**config.mk**
```make
export PLATFORM = sky130hd
export DESIGN_NAME = sync_slave_rx
export DESIGN_NICKNAME = d
export VERILOG_FILES = /design/src/rtl/sync_rx_pkg.sv /design/src/rtl/sync_rx_sync.sv /design/src/rtl/sync_rx_shift.sv /design/src/rtl/sync_rx_hold.sv /design/src/rtl/sync_slave_rx.sv
export SDC_FILE = /design/constraint.sdc
export NUM_CORES = 1
export LEC_CHECK = 0
export ABC_AREA = 1
export BUFFER_PORTS_ARGS = -buffer_cell sky130_fd_sc_hd__buf_2
export CAP_MARGIN = 25
export CORE_MARGIN = 2
export CORE_UTILIZATION = 32
export DETAILED_ROUTE_END_ITERATION = 6
export PLACE_DENSITY = 0.59
export SYNTH_ARGS = -nofsm -noshare
export SYNTH_HDL_FRONTEND = slang
export SYNTH_SLANG_ARGS = --single-unit
export TNS_END_PERCENT = 100
```
**constraint.sdc**
```tcl
create_clock -name clk_i -period 1.75 [get_ports clk_i]
set_input_delay 0.35 -clock clk_i [delete_from_list [all_inputs] [get_ports clk_i]]
set_output_delay 0.35 -clock clk_i [all_outputs]
set_load 0.01 [all_outputs]
```
**src/rtl/sync_rx_pkg.sv**
```systemverilog
package sync_rx_pkg;
  localparam int DATA_W = 8;

  typedef struct packed {
    logic              extra;
    logic [DATA_W-1:0] data;
  } word_s;
endpackage

```
**src/rtl/sync_rx_sync.sv**
```systemverilog
module sync_rx_sync #(
  parameter int STAGES = 2
) (
  input  logic clk_i,
  input  logic rst_ni,
  input  logic ser_clk_i,
  input  logic ser_data_i,
  output logic rise_o,
  output logic bit_o
);
  logic [STAGES:0]   ck_q;
  logic [STAGES-1:0] dt_q;

  always_ff @(posedge clk_i or negedge rst_ni) begin
    if (!rst_ni) begin
      ck_q <= '0;
      dt_q <= '0;
    end else begin
      ck_q <= {ck_q[STAGES-1:0], ser_clk_i};
      dt_q <= {dt_q[STAGES-2:0], ser_data_i};
    end
  end

  // edge seen on the last synchronised stage
  assign rise_o = ck_q[STAGES-1] & ~ck_q[STAGES];
  assign bit_o  = dt_q[STAGES-1];

  p_rise_single_r11: assert property (@(posedge clk_i) disable iff (!rst_ni)
    rise_o |=> !rise_o);
endmodule

```
**src/rtl/sync_rx_shift.sv**
```systemverilog
module sync_rx_shift
  import sync_rx_pkg::*;
#(
  parameter int W = DATA_W
) (
  input  logic  clk_i,
  input  logic  rst_ni,
  input  logic  en_i,
  input  logic  hold_i,
  input  logic  nine_i,
  input  logic  rise_i,
  input  logic  bit_i,
  output word_s word_o,
  output logic  done_o
);
  localparam int CNT_W = $clog2(W + 2);

  logic [CNT_W-1:0] cnt_q, last;
  logic [W:0]       sr_q, sr_nxt;
  word_s            word_q;
  logic             done_q;

  assign last = nine_i ? CNT_W'(W) : CNT_W'(W - 1);

  always_comb begin
    sr_nxt = sr_q;
    for (int i = 0; i <= W; i++)
      if (cnt_q == CNT_W'(i)) sr_nxt[i] = bit_i;
  end

  always_ff @(posedge clk_i or negedge rst_ni) begin
    if (!rst_ni) begin
      cnt_q  <= '0;
      sr_q   <= '0;
      word_q <= '0;
      done_q <= 1'b0;
    end else begin
      done_q <= 1'b0;
      if (!en_i) begin
        cnt_q <= '0;
        sr_q  <= '0;
      end else if (rise_i && !hold_i) begin
        if (cnt_q >= last) begin
          word_q.data  <= sr_nxt[W-1:0];
          word_q.extra <= nine_i & sr_nxt[W];
          done_q       <= 1'b1;
          cnt_q        <= '0;
          sr_q         <= '0;
        end else begin
          sr_q  <= sr_nxt;
          cnt_q <= cnt_q + 1'b1;
        end
      end
    end
  end

  assign word_o = word_q;
  assign done_o = done_q;

  p_cnt_idle_r10: assert property (@(posedge clk_i) disable iff (!rst_ni)
    !en_i |=> cnt_q == '0);
  p_cnt_range_r4: assert property (@(posedge clk_i) disable iff (!rst_ni)
    cnt_q <= CNT_W'(W));
  p_cnt_on_edge_r11: assert property (@(posedge clk_i) disable iff (!rst_ni)
    !$stable(cnt_q) |-> ($past(rise_i) || !$past(en_i)));
  p_hold_idle_r9: assert property (@(posedge clk_i) disable iff (!rst_ni)
    (hold_i && en_i) |=> $stable(cnt_q));
endmodule

```
**src/rtl/sync_rx_hold.sv**
```systemverilog
module sync_rx_hold
  import sync_rx_pkg::*;
(
  input  logic              clk_i,
  input  logic              rst_ni,
  input  logic              en_i,
  input  logic              rd_i,
  input  logic              word_done_i,
  input  word_s             word_i,
  output logic [DATA_W-1:0] data_o,
  output logic              bit9_o,
  output logic              flag_o,
  output logic              ovr_o
);
  word_s hold_q;
  logic  flag_q, ovr_q;

  always_ff @(posedge clk_i or negedge rst_ni) begin
    if (!rst_ni) begin
      hold_q <= '0;
      flag_q <= 1'b0;
      ovr_q  <= 1'b0;
    end else begin
      if (rd_i) flag_q <= 1'b0;
      if (!en_i) ovr_q <= 1'b0;
      else if (word_done_i && !ovr_q) begin
        if (flag_q && !rd_i) ovr_q <= 1'b1;  // word discarded
        else begin
          hold_q <= word_i;
          flag_q <= 1'b1;
        end
      end
    end
  end

  assign data_o = hold_q.data;
  assign bit9_o = hold_q.extra;
  assign flag_o = flag_q;
  assign ovr_o  = ovr_q;

  p_ovr_sticky_r9: assert property (@(posedge clk_i) disable iff (!rst_ni)
    (ovr_q && en_i) |=> ovr_q);
  p_ovr_freeze_r8: assert property (@(posedge clk_i) disable iff (!rst_ni)
    ovr_q |=> $stable(hold_q));
  p_flag_src_r3: assert property (@(posedge clk_i) disable iff (!rst_ni)
    $rose(flag_q) |-> $past(word_done_i));
  p_rd_clear_r7: assert property (@(posedge clk_i) disable iff (!rst_ni)
    (rd_i && !word_done_i) |=> !flag_q);
endmodule

```
**src/rtl/sync_slave_rx.sv**
```systemverilog
module sync_slave_rx
  import sync_rx_pkg::*;
#(
  parameter int SYNC_STAGES = 2
) (
  input  logic              clk_i,
  input  logic              rst_ni,
  input  logic              ser_clk_i,
  input  logic              ser_data_i,
  input  logic              rx_en_i,
  input  logic              single_en_i,
  input  logic              nine_bit_i,
  input  logic              irq_en_i,
  input  logic              sleep_i,
  input  logic              rd_i,
  output logic [DATA_W-1:0] data_o,
  output logic              bit9_o,
  output logic              done_o,
  output logic              ovr_o,
  output logic              irq_o,
  output logic              wake_o
);
  logic  rise, sbit, word_done, ovr;
  word_s word;
  logic  unused_single;

  assign unused_single = single_en_i;  // no meaning in slave mode

  sync_rx_sync #(.STAGES(SYNC_STAGES)) u_sync (
    .clk_i, .rst_ni, .ser_clk_i, .ser_data_i,
    .rise_o(rise), .bit_o(sbit)
  );

  sync_rx_shift #(.W(DATA_W)) u_shift (
    .clk_i, .rst_ni, .en_i(rx_en_i), .hold_i(ovr), .nine_i(nine_bit_i),
    .rise_i(rise), .bit_i(sbit), .word_o(word), .done_o(word_done)
  );

  sync_rx_hold u_hold (
    .clk_i, .rst_ni, .en_i(rx_en_i), .rd_i, .word_done_i(word_done),
    .word_i(word), .data_o, .bit9_o, .flag_o(done_o), .ovr_o(ovr)
  );

  assign ovr_o  = ovr;
  assign irq_o  = done_o & irq_en_i;
  assign wake_o = irq_o & sleep_i;

  p_irq_flag_r5: assert property (@(posedge clk_i) disable iff (!rst_ni)
    irq_o |-> done_o);
  p_wake_sleep_r6: assert property (@(posedge clk_i) disable iff (!rst_ni)
    wake_o |-> (done_o && sleep_i));
endmodule

```
== Word level (Yosys, flattened, before mapping) ==
Index checks and enable logic that the tools add are counted.

* Bits in read-only memories: 0
* Bits in registers: 39
* Input port bits: 10
* Memory bits (writable): 0
* Output and inout bits: 13
* Bits in latches: 0
* Memories kept: 0

* Multiply operators: 0
* Muxes and demuxes: 26
* Reductions and logical operators: 9
* Bitwise operators: 6
* Eq/ne operators: 11
* Add/subtract/negate cells: 1
* $lt $le $gt $ge: 1
* Divide/modulo/power cells: 0
* Shift-type cells: 0

{| class="wikitable"
|+ Operator list
! kind !! count
|-
| $mux 9 || 3
|-
| $mux 1 || 19
|-
| $eq 4x3->1 const B || 4
|-
| $mux 4 || 4
|-
| $eq 4x2->1 const B || 2
|-
| $ne 2x1->1 const B || 3
|-
| $reduce_and 3->1 || 2
|-
| $add 4x1->4 const B || 1
|-
| $and 1x1->1 || 4
|-
| $eq 4x1->1 const B || 1
|-
| $eq 4x4->1 const B || 1
|-
| $ge 4x4->1 || 1
|-
| $logic_not 4->1 || 1
|-
| $logic_and 1x1->1 || 3
|-
| $logic_not 1->1 || 2
|-
| $not 1->1 || 2
|-
| $reduce_and 2->1 || 1
|}

== Logic depth before layout (Yosys ltp) ==
* Depth in word-level cells: 5
* Depth in mapped cells: 10
* Gate-level depth less buffers: 10

== Hierarchy ==
Synthesis repeated with hierarchy kept, for this count alone.

* Cell total of the unflattened synthesis: 231
* Area total of the unflattened synthesis: 1960.6 um^2

{| class="wikitable"
|+ Modules (own cells, without submodules)
! module !! times used !! cells an instance !! area an instance (um^2)
|-
| sync_rx_shift || 1 || 173 || 1353.8
|-
| sync_rx_hold || 1 || 47 || 454.2
|-
| sync_rx_sync || 1 || 7 || 135.1
|-
| sync_slave_rx || 1 || 4 || 17.5
|}

== Worst setup path before layout ==
OpenSTA, ideal clock, no wires.

* Path type: register to register
* Start: register u_shift.cnt_q[3]
* End: register u_shift.word_q, in the netlist u_shift.word_o[8]
* Slack: 0.204 ns
* Setup time: 0.117 ns
* Arrival: 1.428 ns
* Period minus slack after synthesis: 1.546 ns
* Buffers on the path: 1
* Cell stages (with the launch flop): 7
* Path through: dfrtp_1 ha_1 a21oi_4 nand3_4 buf_8 nand3_1 nand2_1

* Longest elaborated chain between the ends: 3
* Elaborated cells between the ends (all ways): 5
* Classes of those cells: 1 x order compare; 1 x eq/ne; 1 x mux; 1 x bitwise; 1 x reduce/logical

{| class="wikitable"
|+ RTL lines
! what !! line !! text
|-
| start, declared || sync_rx_shift.sv:18 || <nowiki>logic [CNT_W-1:0] cnt_q, last;</nowiki>
|-
| start signal, assigned || sync_rx_shift.sv:51 || <nowiki>cnt_q <= cnt_q + 1'b1;</nowiki>
|-
| branches (longest 3 deep; another with $ge 4x4->1) || - ||
|-
| end, declared || sync_rx_shift.sv:20 || <nowiki>word_s word_q;</nowiki>
|}

Parallel ways; which one is timed is not known.
A chain may end at the register's enable or synchronous reset.

== Final worst setup path ==
* Start: register u_shift.cnt_q[0]
* End: register u_shift.word_q, in the netlist u_shift.word_o[7]

* Longest elaborated chain between the ends: 2
* Elaborated cells between the ends (all ways): 4
* Classes of those cells: 1 x order compare; 1 x eq/ne; 1 x mux; 1 x reduce/logical

{| class="wikitable"
|+ RTL lines
! what !! line
|-
| $ge 4x4->1 or $eq 4x3->1 (tied branches) || sync_rx_shift.sv:43, sync_rx_shift.sv:28
|-
| $reduce_and 3->1 (no source line) or $mux 1 (tied branches) || -
|}

Parallel ways exist; a longest one is shown, timed or not.

==> results.cfg <==
[status]
status = finished clean

[clock_network]
clk_path_buf_depth = 2
cts_sinks = 39
cts_inserted_buffers = 5
cts_root_buf = clkbuf_8
cts_tree = built
htreeDepth = 2
clkTransAtPathRegs_ns = 0.08
post_cts_buffers = 0
clk_latency_ns = 0.29

[pwr]
p_sw_share_pct = 24.23
switchingPower_w = 0.0004450
seq_power_share_pct = 50.9
p_int_w = 0.001392
ir_drop_v = 0.0004661
p_leak_nw = 1.151
p_per_area_nw_per_um2 = 804.3
p_comb_share_pct = 8.3
clkPwrFrac_pct = 40.8

[critical_path]
cp_data_required_time_ns = 1.94
worstReg2RegEnd = u_shift.word_o[7]
cp_cell_sequence = inv_1 -> ha_1 -> nand2_1 -> inv_1 -> nand2_2 -> nand3_2 -> nand3_1 -> nand2_1
rrSetupSlack_ns = 0.15
rr_startpoint = u_shift.cnt_q[0]
end_kind = flop
criticalPathCategory = flop to flop
slowest_stage = dfrtp_1
critPathMaxFanout = 9
crit_path_start_kind = flop
worstRegToRegCells = 8
worstPathArrival_ns = 1.79
critPathMaxStageDelay_ns = 0.44

[final_layout]
layout.nets = 269
n_antenna_cell = 0
utilization_pct = 38.57
drive_above_1_share_pct = 25.79
fillers = 604
syn2layout_area_growth_pct = 16.99

[global_routing]
grt_max_degree = 40
grt.total_usage_pct = 11.95
grt_pass1_wl_um = 6099
antenna_found_initial = 0
grt_pass1_vias = 1344
grt-ovfl-total = 0

[sta]
worst_pin_slew_ns = 0.5447
slew-limit-headroom_pct = 63.60
setup_viol = 0
skew_ns = 0.004991
whs_ns = 0.09933
rsz0062_at_grt = false
clock.fmax_mhz = 623.9
finalCritPeriodShare_pct = 91.59
fin_crit_ns = 1.603
hold_violations = 0
maxSlewViolCount = 0

[route]
drt-initial-drc-count = 107
ant_nets = 0
drt_first_pass_iters = 6
post_drt_wl_per_cell_um = 11.40
viasPerCell = 4.627
vias = 1513
wl_um = 3729
drc_errors = 0

[worst_hold_path]
hold_class = primary input to asynchronous set/reset pin

[logic_synthesis]
syn-num-nets = 239
synthCells = 221
syn_avg_cell_area_sq_um = 8.832
netlist_top_cells_area = dfrtp_1 (50%), nand2_1 (14%), ha_1 (5.1%), o21ai_1 (4.1%), inv_1 (4.0%)
synth-seq-area-share_pct = 50.00
ys_types = 26
yosys_warnings = 0
synth-seq-cells = 39
synthDominantCellAreaShare_pct = 50.00
syn_area_sq_um = 1952
yosysTopAreaCell = dfrtp_1

[floorplanning]
core_sq_um = 5921
fp.dieW_um = 82.10
die_h_um = 82.10
die_area_sq_um = 6740
initial_core_util_pct = 32.97
ios = 23
rows = 28

[job]
maxCapViolCount = 0

[placement]
io_buffers = 21
dp_hpwl_um = 2478
gp_congestion = 0.7788
[logic make-up after synthesis]
group           synth area share (%)
flops                          50.00
compound gates                 11.09
fa+ha+maj                      5.128
buf+inv                        7.884
simple gates                   25.90
[flip-flops by register name, summed over array words and instances, names as in the netlist]
signal	flops
u_sync.dt_q	2
u_shift.cnt_q	4
u_shift.word_o	9
u_hold.ovr_o	1
u_hold.bit9_o	1
u_shift.done_o	1
u_hold.flag_o	1
u_sync.ck_q	3
u_hold.data_o	8
u_shift.sr_q	9
[cell type report]
class	instances	area, sq um	area share (%)
well taps	75	93.84	4.110
clock buffers	5	68.82	3.014
clock inverters	3	43.79	1.918
inverters	28	107.6	4.712
multi-input cells	151	850.8	37.26
repair buffers	26	142.6	6.247
flip-flops and latches	39	975.9	42.74
[worst max-delay path by stage]
stage	end	slack (ns)	cells after the start	from
after floorplan	u_shift.word_o[8]	0.20	6	u_shift.cnt_q[3]
after global placement	u_shift.word_o[2]	0.02	10	nine_bit_i
after detailed placement	u_shift.word_o[8]	-0.0009	10	nine_bit_i
after CTS	u_shift.word_o[8]	0.04	9	u_shift.cnt_q[0]
after global routing	u_shift.word_o[2]	0.04	9	u_shift.cnt_q[0]
final	u_shift.word_o[7]	0.15	8	u_shift.cnt_q[0]
[cells in the final DEF (no fill, tap or decap), types with 3 or more instances in the layout]
cell | netlist | layout
a21oi_1 | 4 | 4
buf_2 | 1 | 21
buf_4 | 2 | 5
clkbuf_8 | 0 | 5
dfrtp_1 | 39 | 39
ha_1 | 8 | 8
inv_1 | 21 | 21
inv_2 | 6 | 6
nand2_1 | 73 | 73
nand2_2 | 3 | 3
nand3_1 | 15 | 15
nand3_2 | 4 | 6
nand4_1 | 5 | 5
o21ai_0 | 3 | 3
o21ai_1 | 16 | 16
o21ai_2 | 9 | 9
[repair_timing]
item,CTS,global route
endpoints found under the setup margin,0,10
gates resized for setup,0,1
hold buffers,0,0
[synthesized netlist by cell type]
library cell	count
nand2_1	73
dfrtp_1	39
inv_1	21
o21ai_1	16
nand3_1	15
o21ai_2	9
ha_1	8
inv_2	6
nand4_1	5
a21oi_1	4
nand3_2	4
nand2_2	3
o21ai_0	3
buf_4	2
nor2_1	2
a21oi_4	1
buf_2	1
buf_6	1
buf_8	1
inv_4	1
nand2_4	1
nand3_4	1
nand4_2	1
nor2_2	1
nor2_4	1
o22ai_1	1
[metrics by stage]
| step | area, sq um | total power, W | setup slack, ns | TNS [ns] | instances |
|---|---|---|---|---|---|
| 2_1_floorplan | 1952 | 0.001047 | 0.2042 | 0 | 221 |
| 3_3_place_gp | 2142 | 0.001097 | 0.01850 | 0 | 317 |
| 3_5_place_dp | 2142 | 0.001100 | -0.0008781 | -0.0008781 | 317 |
| 4_1_cts | 2255 | 0.001854 | 0.04256 | 0 | 325 |
| 5_1_grt | 2283 | 0.001926 | 0.03688 | 0 | 327 |
| 6_report | 2283 | 0.001837 | 0.1471 | 0 | 327 |
[routing by layer]
layer  GRT usage [%]  share of wire [%]
met1           15.03                 47
met2           19.84                 48
met3           3.587                4.3
met4           3.500               0.59
met5               0                  0
[power by group through the flow]
stage / logic [W] / clock network, W / registers (W)
after global placement: 0.000145 / 0 / 0.000952
final: 0.000152 / 0.000749 / 0.000935
after floorplan: 0.0000951 / 0 / 0.000952
after CTS: 0.000148 / 0.000771 / 0.000935
after global routing: 0.000177 / 0.000810 / 0.000939
after detailed placement: 0.000147 / 0 / 0.000953
[critical path: cells and delay by family, from the launching register on]
family / cells / cell delay, ns
fa+ha+maj: 1 / 0.26
buf+inv: 2 / 0.21
simple gates: 5 / 0.59
flops: 1 / 0.44
(Power assumes the default switching activity.)
